===== src/rtl/burst_pkg.sv =====
package burst_pkg;

  typedef enum logic [2:0] {
    ST_IDLE,
    ST_SETUP,
    ST_STROBE,
    ST_HOLD,
    ST_GAP,
    ST_RESET
  } rdState_t;

  // Strobes from control to datapath
  typedef struct packed {
    logic newBurst;  // restart channel counting
    logic capture;   // take busData this cycle
    logic lastWord;  // the word being captured ends the burst
  } dpCmd_t;

endpackage


===== src/rtl/burst_dp.sv =====
module burst_dp #(
  parameter int DATA_W = 12,
  parameter int CH_NUM = 4,
  parameter int CH_W   = 2
) (
  input  logic              clk,
  input  logic              rstN,
  input  logic              dataAvail,
  input  logic [DATA_W-1:0] busData,
  input  burst_pkg::dpCmd_t cmd,
  output logic              startPulse,
  output logic              outValid,
  output logic [DATA_W-1:0] outData,
  output logic [CH_W-1:0]   outChan,
  output logic              outLast
);

  localparam logic [CH_W-1:0] CH_MAX = CH_W'(CH_NUM - 1);

  logic syncA, syncB, syncPrev;
  logic [CH_W-1:0] chanCnt;

  always_ff @(posedge clk) begin
    if (!rstN) begin
      syncA    <= 1'b0;
      syncB    <= 1'b0;
      syncPrev <= 1'b0;
    end else begin
      syncA    <= dataAvail;
      syncB    <= syncA;
      syncPrev <= syncB;
    end
  end

  assign startPulse = syncB & ~syncPrev;

  always_ff @(posedge clk) begin
    if (!rstN) begin
      chanCnt  <= '0;
      outValid <= 1'b0;
      outData  <= '0;
      outChan  <= '0;
      outLast  <= 1'b0;
    end else begin
      outValid <= cmd.capture;
      outLast  <= cmd.capture & cmd.lastWord;
      if (cmd.newBurst) begin
        chanCnt <= '0;
      end else if (cmd.capture) begin
        outData <= busData;
        outChan <= chanCnt;
        chanCnt <= (chanCnt == CH_MAX) ? '0 : chanCnt + 1'b1;
      end
    end
  end

endmodule


===== src/rtl/burst_ctrl.sv =====
module burst_ctrl #(
  parameter int BURST_LEN  = 8,
  parameter int SETUP_CYC  = 1,
  parameter int STROBE_CYC = 2,
  parameter int HOLD_CYC   = 1,
  parameter int RST_CYC    = 3
) (
  input  logic              clk,
  input  logic              rstN,
  input  logic              combinedMode,
  input  logic              startPulse,
  input  logic              ovrClr,
  output burst_pkg::dpCmd_t cmd,
  output logic              csLowN,
  output logic              rdN,
  output logic              rdWrN,
  output logic              fifoRst,
  output logic              overrun
);
  import burst_pkg::*;

  localparam int MAX_A  = (SETUP_CYC > STROBE_CYC) ? SETUP_CYC : STROBE_CYC;
  localparam int MAX_B  = (HOLD_CYC > RST_CYC) ? HOLD_CYC : RST_CYC;
  localparam int MAX_C  = (MAX_A > MAX_B) ? MAX_A : MAX_B;
  localparam int CNT_W  = $clog2(MAX_C + 1);
  localparam int IDX_W  = (BURST_LEN > 1) ? $clog2(BURST_LEN) : 1;
  localparam logic [IDX_W-1:0] IDX_LAST = IDX_W'(BURST_LEN - 1);

  rdState_t state;
  logic [CNT_W-1:0] cnt;
  logic [IDX_W-1:0] wordIdx;
  logic busy, abortNow;

  assign busy     = (state == ST_SETUP) || (state == ST_STROBE) ||
                    (state == ST_HOLD)  || (state == ST_GAP);
  assign abortNow = startPulse & busy;

  always_ff @(posedge clk) begin
    if (!rstN) begin
      state   <= ST_IDLE;
      cnt     <= '0;
      wordIdx <= '0;
      overrun <= 1'b0;
    end else begin
      if (ovrClr) overrun <= 1'b0;
      if (abortNow) begin
        state   <= ST_RESET;
        cnt     <= '0;
        overrun <= 1'b1;
      end else begin
        unique case (state)
          ST_IDLE: if (startPulse) begin
            state   <= ST_SETUP;
            cnt     <= '0;
            wordIdx <= '0;
          end
          ST_SETUP: begin
            if (cnt == CNT_W'(SETUP_CYC - 1)) begin
              state <= ST_STROBE;
              cnt   <= '0;
            end else cnt <= cnt + 1'b1;
          end
          ST_STROBE: begin
            if (cnt == CNT_W'(STROBE_CYC - 1)) begin
              state <= ST_HOLD;
              cnt   <= '0;
            end else cnt <= cnt + 1'b1;
          end
          ST_HOLD: begin
            if (cnt == CNT_W'(HOLD_CYC - 1)) begin
              cnt <= '0;
              if (wordIdx == IDX_LAST) begin
                state <= ST_IDLE;
              end else begin
                wordIdx <= wordIdx + 1'b1;
                state   <= combinedMode ? ST_GAP : ST_STROBE;
              end
            end else cnt <= cnt + 1'b1;
          end
          ST_GAP: begin
            state <= ST_SETUP;
            cnt   <= '0;
          end
          ST_RESET: begin
            if (cnt == CNT_W'(RST_CYC - 1)) begin
              state <= ST_IDLE;
              cnt   <= '0;
            end else cnt <= cnt + 1'b1;
          end
          default: state <= ST_IDLE;
        endcase
      end
    end
  end

  logic strobeOn;
  assign strobeOn = (state == ST_STROBE);

  always_comb begin
    cmd.newBurst = (state == ST_IDLE) & startPulse;
    cmd.capture  = strobeOn & (cnt == CNT_W'(STROBE_CYC - 1)) & ~abortNow;
    cmd.lastWord = (wordIdx == IDX_LAST);
  end

  assign csLowN  = ~((state == ST_SETUP) | strobeOn | (state == ST_HOLD));
  assign rdN     = ~(strobeOn & ~combinedMode);
  assign rdWrN   = ~(strobeOn & combinedMode);
  assign fifoRst = (state == ST_RESET);

endmodule


===== src/rtl/adc_burst_reader.sv =====
module adc_burst_reader #(
  parameter int DATA_W     = 12,
  parameter int CH_NUM     = 4,
  parameter int BURST_LEN  = 8,
  parameter int SETUP_CYC  = 1,
  parameter int STROBE_CYC = 2,
  parameter int HOLD_CYC   = 1,
  parameter int RST_CYC    = 3,
  localparam int CH_W      = (CH_NUM > 1) ? $clog2(CH_NUM) : 1
) (
  input  logic              clk,
  input  logic              rstN,
  input  logic              combinedMode,
  input  logic              dataAvail,
  input  logic [DATA_W-1:0] busData,
  input  logic              ovrClr,
  output logic              csLowN,
  output logic              csHigh,
  output logic              rdN,
  output logic              wrN,
  output logic              rdWrN,
  output logic              fifoRst,
  output logic              overrun,
  output logic              outValid,
  output logic [DATA_W-1:0] outData,
  output logic [CH_W-1:0]   outChan,
  output logic              outLast
);

  burst_pkg::dpCmd_t cmd;
  logic startPulse;

  assign csHigh = 1'b1;
  assign wrN    = 1'b1;

  burst_ctrl #(
    .BURST_LEN(BURST_LEN), .SETUP_CYC(SETUP_CYC), .STROBE_CYC(STROBE_CYC),
    .HOLD_CYC(HOLD_CYC), .RST_CYC(RST_CYC)
  ) u_ctrl (
    .clk(clk), .rstN(rstN), .combinedMode(combinedMode),
    .startPulse(startPulse), .ovrClr(ovrClr), .cmd(cmd),
    .csLowN(csLowN), .rdN(rdN), .rdWrN(rdWrN),
    .fifoRst(fifoRst), .overrun(overrun)
  );

  burst_dp #(.DATA_W(DATA_W), .CH_NUM(CH_NUM), .CH_W(CH_W)) u_dp (
    .clk(clk), .rstN(rstN), .dataAvail(dataAvail), .busData(busData),
    .cmd(cmd), .startPulse(startPulse), .outValid(outValid),
    .outData(outData), .outChan(outChan), .outLast(outLast)
  );

endmodule


===== config.mk =====
export PLATFORM = sky130hd
export DESIGN_NAME = adc_burst_reader
export DESIGN_NICKNAME = d
export VERILOG_FILES = /design/src/rtl/burst_pkg.sv /design/src/rtl/burst_dp.sv /design/src/rtl/burst_ctrl.sv /design/src/rtl/adc_burst_reader.sv
export SDC_FILE = /design/constraint.sdc
export NUM_CORES = 1
export LEC_CHECK = 0
export BUFFER_PORTS_ARGS = -buffer_cell sky130_fd_sc_hd__buf_4
export CORE_ASPECT_RATIO = 0.7
export CORE_MARGIN = 4
export CORE_UTILIZATION = 49
export CTS_CLUSTER_DIAMETER = 50
export DETAILED_ROUTE_END_ITERATION = 8
export PLACE_DENSITY = 0.81
export SLEW_MARGIN = 40
export SYNTH_ARGS = -nofsm -noshare
export SYNTH_HDL_FRONTEND = slang
export SYNTH_HIERARCHICAL = 1
export SYNTH_SLANG_ARGS = --single-unit

===== constraint.sdc =====
create_clock -name clk -period 2.9 [get_ports clk]
set_clock_uncertainty 0.2 [all_clocks]
set_input_delay 0 -clock clk [delete_from_list [all_inputs] [get_ports clk]]
set_output_delay 0 -clock clk [all_outputs]
set_load 0.03 [all_outputs]

==> results of run 1 <==
[placed cells by master (no fill, tap or decap), types with 2 or more instances in the layout]
cell            n
a21boi_0        5
a21boi_1       10
a21oi_1        10
and2_1          4
and3_1          2
buf_4          37
clkbuf_8        5
clkinv_2        2
conb_1          2
dfxtp_1        29
dlygate4sd3_1  31
ha_1            8
inv_1           6
nand2_1        35
nand2b_1        6
nand3b_1        2
nand4_1         2
nor2_1          9
o21ai_0         4
or3_1           2
[stage by stage]
stage	cell area (um^2)	setup slack, ns	hold WS (ns)	utilization	instances
6_report	2095	0.1761	0.2383	0.7473	270
5_1_grt	2095	-0.0007090	0.2597	0.7473	270
4_1_cts	2091	0.1133	0.2427	0.7460	270
3_5_place_dp	1702	0.6502	0.01430	0.6071	232
3_3_place_gp	1702	0.8646	0.01099	0.6071	232
2_1_floorplan	1451	1.134	-0.07271	-	170
[registers in the layout, summed over array words and instances (netlist names)]
signal	cells
u_dp/outData	12
u_ctrl/state	3
u_ctrl/wordIdx	3
u_ctrl/cnt	2
u_dp/chanCnt	2
u_dp/outChan	2
u_ctrl/overrun	1
u_dp/outLast	1
u_dp/outValid	1
u_dp/syncA	1
u_dp/syncB	1
u_dp/syncPrev	1
[worst max-delay path, delay by kind of cell, from the launching register on]
kind | cells | cell delay [ns]
and+or+nand+nor | 4 | 1.32
DFF | 1 | 0.32
AOI/OAI and AO/OA | 1 | 0.23
buffers and inverters | 1 | 0.58
[worst max path at each step]
stage	slack (ns)	depth (start not counted)	end
CTS	0.11	6	u_dp/outData[6]$_SDFFE_PN0P_
global placement	0.86	5	u_dp/outData[6]$_SDFFE_PN0P_
detailed placement	0.65	5	u_dp/outData[6]$_SDFFE_PN0P_
finish	0.18	6	u_dp/outData[5]$_SDFFE_PN0P_
floorplan	1.13	8	u_dp/outChan[0]$_SDFFE_PN0P_
global route	-0.0007	6	u_dp/outData[5]$_SDFFE_PN0P_
[metal layers]
metal,GRT usage,share of wire,vias up,routed length [um]
met5,0,0,-,0
met2,0.3817,0.54,31,2015
met1,0.2283,0.41,684,1540
li1,-,-,697,-
met4,0.08282,0.012,0,45
met3,0.05123,0.042,6,159
[cell type report]
cell class              count  area (um^2)  area share
multi-input cells         123        758.2      0.3620
well taps                  36        45.04     0.02151
repair buffers             68        588.1      0.2808
flip-flops and latches     30        601.8      0.2873
clock buffers               5        68.82     0.03286
clock inverters             2        10.01    0.004779
inverters                   6        22.52     0.01075
[logic make-up after synthesis]
group,after synthesis
AO/OA/AOI/OAI,38
multiplexers,1
other,1
adder cells (fa/ha/maj),8
flip-flops,30
AND/OR/NAND/NOR,74
buffers and inverters,17
[where the power goes]
| group | internal (mW) | leakage (nW) | switching [mW] |
|---|---|---|---|
| sequential | 0.416 | 0.243 | 0.00666 |
| combinational | 0.0467 | 0.628 | 0.0367 |
| clock | 0.161 | 0.0438 | 0.148 |
| total | 0.624 | 0.914 | 0.192 |
[timing repair]
action,4_1_cts,5_1_grt
hold buffers,31,0
gates resized for setup,0,2
endpoints found under the setup margin,0,8
endpoints found under the hold margin,30,0
==> out/results.ini, run 1 <==
[run_status]
status = completed

[setup_path]
r2r_setup_slack_ns = 0.18
arrival_ns = 2.74
end_kind = flip-flop
crit_path_max_incr_delay_ns = 0.58
cp_cell_sequence = nor2b_1 > nor4b_2 > nand2b_2 > nand2_1 > a21boi_0 > dlygate4sd3_1
cp-start-kind = flip-flop
required_ns = 2.91
r2r-start = u_dp/syncB$_SDFF_PN0_
crit_start = u_dp/syncB$_SDFF_PN0_
path_class = flip-flop to flip-flop
worstRegToRegCells = 6
slowest_stage = dlygate4sd3_1
r2r-end = u_dp/outData[5]$_SDFFE_PN0P_
path_max_fanout = 14

[synthesis]
async_flop_share = 0
synthCells = 169
synth-xor-area-share = 0
yosys.area.top_type = dfxtp_1
ys.flop_type = dfxtp_1
synth_cell_types = 41
ys_ff_latch = 30
synth_area_um2 = 1448
yosysTopAreaCellShare = 0.4149
synth_top_family_by_area = simple AND/OR/NAND/NOR gates
synth.avg_cell_area_um2 = 8.566
yosys.cell_count.top_type = nand2_1
ys_seq_area_frac = 0.4149
synthAdderAreaFrac = 0.06914
muxShareOfSynthArea = 0.006914
synthSimpleGateAreaFrac = 0.2662
synth-compound-area-share = 0.1746
yosysWarnings = 6
synth_common_cells = 35 x nand2_1, 30 x dfxtp_1, 10 x a21boi_1, 10 x a21oi_1, 9 x nor2_1
ys_top_cells_by_area = dfxtp_1 41%, nand2_1 9.1%, ha_1 6.9%, a21boi_1 5.2%, a21oi_1 3.5%
synth_edf_count = 0

[detailed_routing]
drt_wl_total_um = 3761
via_per_inst = 5.252
drtIter0Drc = 88
firstDrtPassIters = 4
antenna_left = 0
drc = 0
wire_per_inst_um = 13.93
vias = 1418

[timing]
finalCriticalPeriod_ns = 2.724
maxSlewViolCount = 0
worst_pin_slew_ns = 0.6004
setup-tns-final_ns = 0
period_share = 0.9393
final-hold-violation-count = 0
finalSetupViolCount = 0
max_slew_margin = 0.5992
max_freq_ghz = 0.3671

[layout]
n_antenna_cell = 0
nFillCells = 192
final_nets = 259
drive_gt1_frac = 0.2265
area_growth_syn_to_layout_pct = 44.68

[die]
chipWidth_um = 72.97
die_h_um = 53.48
fp.dieArea_um2 = 3902
pin_count = 40
row_count = 16
core-area_um2 = 2803
initial_core_util = 0.5165

[global_routing]
grt_pass1_wl_um = 6092
grt_usage = 0.2069
grt_antenna_before_repair = 0
grt_pass1_vias = 1409
grt_max_degree = 31
grt-ovfl-total = 0

[cts]
h-tree-depth = 2
clockRootBuffer = clkbuf_8
cts_tree = yes
clk_latency_ns = 0.27
clock_path_buffers = 2
numClockSinks = 30
cts_inserted_buffers = 5
post_cts_buffers = 0
clk_pin_slew_worst_paths_ns = 0.06

[power_and_ir_drop]
vdd_drop_max_v = 0.0004178
report.power.total_mw = 0.8152
power_leakage_nw = 0.9141
powerDensity_nw_per_um2 = 389.2

[worst_hold_path]
holdPathEnd = u_dp/syncB$_SDFF_PN0_
hold_path_depth = 1
worstHoldStart = u_dp/syncA$_SDFF_PN0_
hold_path_class = flip-flop to flip-flop

[placed_design]
hpwl_um = 2367
io_buffers = 37
gp_congestion = 0.8312

[run]
cap_viol_max_count = 0

No activity file was read; power rests on OpenSTA's default activity.
==> run 2: changes to the inputs <==
--- a/config.mk
+++ b/config.mk
@@ -11,7 +11,7 @@
 export CORE_UTILIZATION = 49
 export CTS_CLUSTER_DIAMETER = 50
 export DETAILED_ROUTE_END_ITERATION = 8
-export PLACE_DENSITY = 0.81
+export PLACE_DENSITY = 0.74
 export SLEW_MARGIN = 40
 export SYNTH_ARGS = -nofsm -noshare
 export SYNTH_HDL_FRONTEND = slang
==> run 2 against run 1 <==
  * Flip-flop and latch count unchanged
  * Routed wire length decreased by 3.3%
  * Maximum frequency increased by 2.8%
  * Clock power increased by 13%
  * Hold slack got worse by 0.0028 ns
  * Core utilization increased by 0.54 points
  * Count of clock-buffer cells in the layout increased by 1
  * Die area unchanged
  * Combinational power about the same
  * Via count decreased by 2.7%
  * Register-to-register slack improved by 0.07 ns
  * Global-route usage increased by 0.31 points
  * Critical path type unchanged
==> out/results.ini, run 2 (synthesized netlist as in run 1, its figures left out) <==
[placed_design]
hpwl_um = 2285
gp_congestion = 0.8285
io_buffers = 37

[timing]
worst_pin_slew_ns = 0.5725
setup-tns-final_ns = 0
period_share = 0.9135
finalCriticalPeriod_ns = 2.649
maxSlewViolCount = 0
rsz0062_at_grt = false
finalSetupViolCount = 0
final-hold-violation-count = 0
max_freq_ghz = 0.3775
max_slew_margin = 0.6178

[cts]
clock_path_buffers = 2
numClockSinks = 30
cts_tree = yes
clk_latency_ns = 0.28
clockRootBuffer = clkbuf_8
h-tree-depth = 2
clk_pin_slew_worst_paths_ns = 0.07
cts_inserted_buffers = 5

[power_and_ir_drop]
vdd_drop_max_v = 0.0002682
pwr-share-seq = 0.494
report.power.total_mw = 0.8549
combPwrFrac = 0.097
p_sw_frac = 0.2362
power_leakage_nw = 0.9171
power.internal_mw = 0.6530
power.switching_mw = 0.2019
p_clk_frac = 0.409
powerDensity_nw_per_um2 = 405.3

[detailed_routing]
top_layer_used = met4
antenna_left = 0
via_per_inst = 5.092
route.met3.wl_um = 198
drtIter0Drc = 189
firstDrtPassIters = 4
met1_length_um = 1652
vias = 1380
dr_wl_met2_um = 1657
wire_per_inst_um = 13.42
drt_wl_total_um = 3638
drc = 0

[setup_path]
r2r-end = u_dp/outData[7]$_SDFFE_PN0P_
r2r_setup_slack_ns = 0.25
arrival_ns = 2.68
cp_cell_sequence = nand2b_1 > nor2_1 > and3_1 > and2b_2 > nand2_1 > a21boi_0 > dlygate4sd3_1
r2r-start = u_ctrl/state[1]$_SDFFE_PP0P_
cp-start-kind = flip-flop
cp_num_buf_inv = 1
path_class = flip-flop to flip-flop
worstRegToRegCells = 7
required_ns = 2.93
slowest_stage = dlygate4sd3_1
path_max_fanout = 14
crit_path_max_incr_delay_ns = 0.58
end_kind = flip-flop
crit_family = simple AND/OR/NAND/NOR gates

[global_routing]
grt_usage = 0.2101
grt_antenna_before_repair = 0
grt_pass1_vias = 1326
grt_max_degree = 31
grt_pass1_wl_um = 6065
grt-ovfl-total = 0

[layout]
area_growth_syn_to_layout_pct = 45.72
reg_top3 = u_dp/outData x12, u_ctrl/state x3, u_ctrl/wordIdx x3
final_nets = 259
drive_gt1_frac = 0.2255
final_util = 0.7527
layout_common_cells = 37 x buf_4, 35 x nand2_1, 31 x dlygate4sd3_1
n_antenna_cell = 0
nFillCells = 198
largest_reg_flops = 12
mostFrequentLayoutCell = buf_4
regMostFlops = u_dp/outData
multiInputGateArea_um2 = 758.2
seq_area_um2 = 600.6

[die]
die_h_um = 53.48
initial_core_util = 0.5165
core-area_um2 = 2803
row_count = 16
chipWidth_um = 72.97
fp.dieArea_um2 = 3902
pin_count = 40

[worst_hold_path]
hold_path_class = flip-flop to flip-flop
holdPathEnd = u_dp/syncB$_SDFF_PN0_
hold_path_depth = 1
worstHoldStart = u_dp/syncA$_SDFF_PN0_

[run]
cap_viol_max_count = 0

[run_status]
status = completed

==> run 2: cell count changes in the layout (fill, tap and decap cells not counted) <==
| cell | delta |
|---|---|
| dfxtp_1 | +1 |
| clkinv_2 | -1 |
| clkbuf_8 | +1 |
| clkinvlp_4 | +1 |
| dfxtp_2 | -1 |
==> run 2: how the worst max path moves through the flow <==
stage | from | cells after the start | endpoint
after floorplan | u_ctrl/state[2]$_SDFFE_PN0P_ | 8 | u_dp/outChan[0]$_SDFFE_PN0P_
after global placement | u_dp/syncB$_SDFF_PN0_ | 5 | u_dp/outData[6]$_SDFFE_PN0P_
after detailed placement | u_dp/syncB$_SDFF_PN0_ | 5 | u_dp/outData[6]$_SDFFE_PN0P_
after CTS | u_dp/syncB$_SDFF_PN0_ | 6 | u_dp/outData[6]$_SDFFE_PN0P_
after global routing | u_ctrl/state[1]$_SDFFE_PP0P_ | 7 | u_dp/outData[7]$_SDFFE_PN0P_
final | u_ctrl/state[1]$_SDFFE_PP0P_ | 7 | u_dp/outData[7]$_SDFFE_PN0P_
==> run 2: power groups by stage <==
stage | Clock, mW | Sequential (mW) | Combinational [mW]
after CTS | 0.357 | 0.422 | 0.0816
after floorplan | 0 | 0.428 | 0.0433
after detailed placement | 0 | 0.431 | 0.0625
after global placement | 0 | 0.431 | 0.0611
final | 0.349 | 0.422 | 0.0832
after global routing | 0.379 | 0.423 | 0.0904
==> run 2: routing by layer <==
metal,GRT usage,vias up
met4,0.1288,0
li1,-,693
met2,0.3338,47
met1,0.2574,624
met3,0.04934,16
met5,0,-
==> run 2: what timing repair did <==
| item | in CTS | in global routing |
|---|---|---|
| setup buffers | 0 | 0 |
| hold buffers | 31 | 0 |
| hold endpoints to repair | 30 | 0 |
| gates resized for setup | 0 | 1 |
| endpoints found under the setup margin | 0 | 1 |
==> run 2: final cells by class <==
class / instances / share of cell area
clock inverters: 2 / 0.005931
repair buffers: 68 / 0.2788
clock buffers: 6 / 0.03915
multi-input cells: 123 / 0.3594
well taps: 36 / 0.02135
flip-flops and latches: 30 / 0.2847
inverters: 6 / 0.01068
==> run 2: metrics by stage <==
step / hold WS, ns / worst slack (ns) / area [um^2] / cells
6_report: 0.2355 / 0.2508 / 2110 / 271
2_1_floorplan: -0.07271 / 1.134 / 1451 / 170
3_3_place_gp: 0.009123 / 0.8433 / 1702 / 232
5_1_grt: 0.2686 / 0.01131 / 2110 / 271
3_5_place_dp: 0.01324 / 0.7658 / 1702 / 232
4_1_cts: 0.2390 / 0.2004 / 2107 / 271
==> run 2: worst register-to-register path: cells and delay by family, from the launching register on <==
family / cells / cell delay, ns
compound gates: 1 / 0.19
buf+inv: 1 / 0.58
simple gates: 5 / 1.04
flops: 1 / 0.57
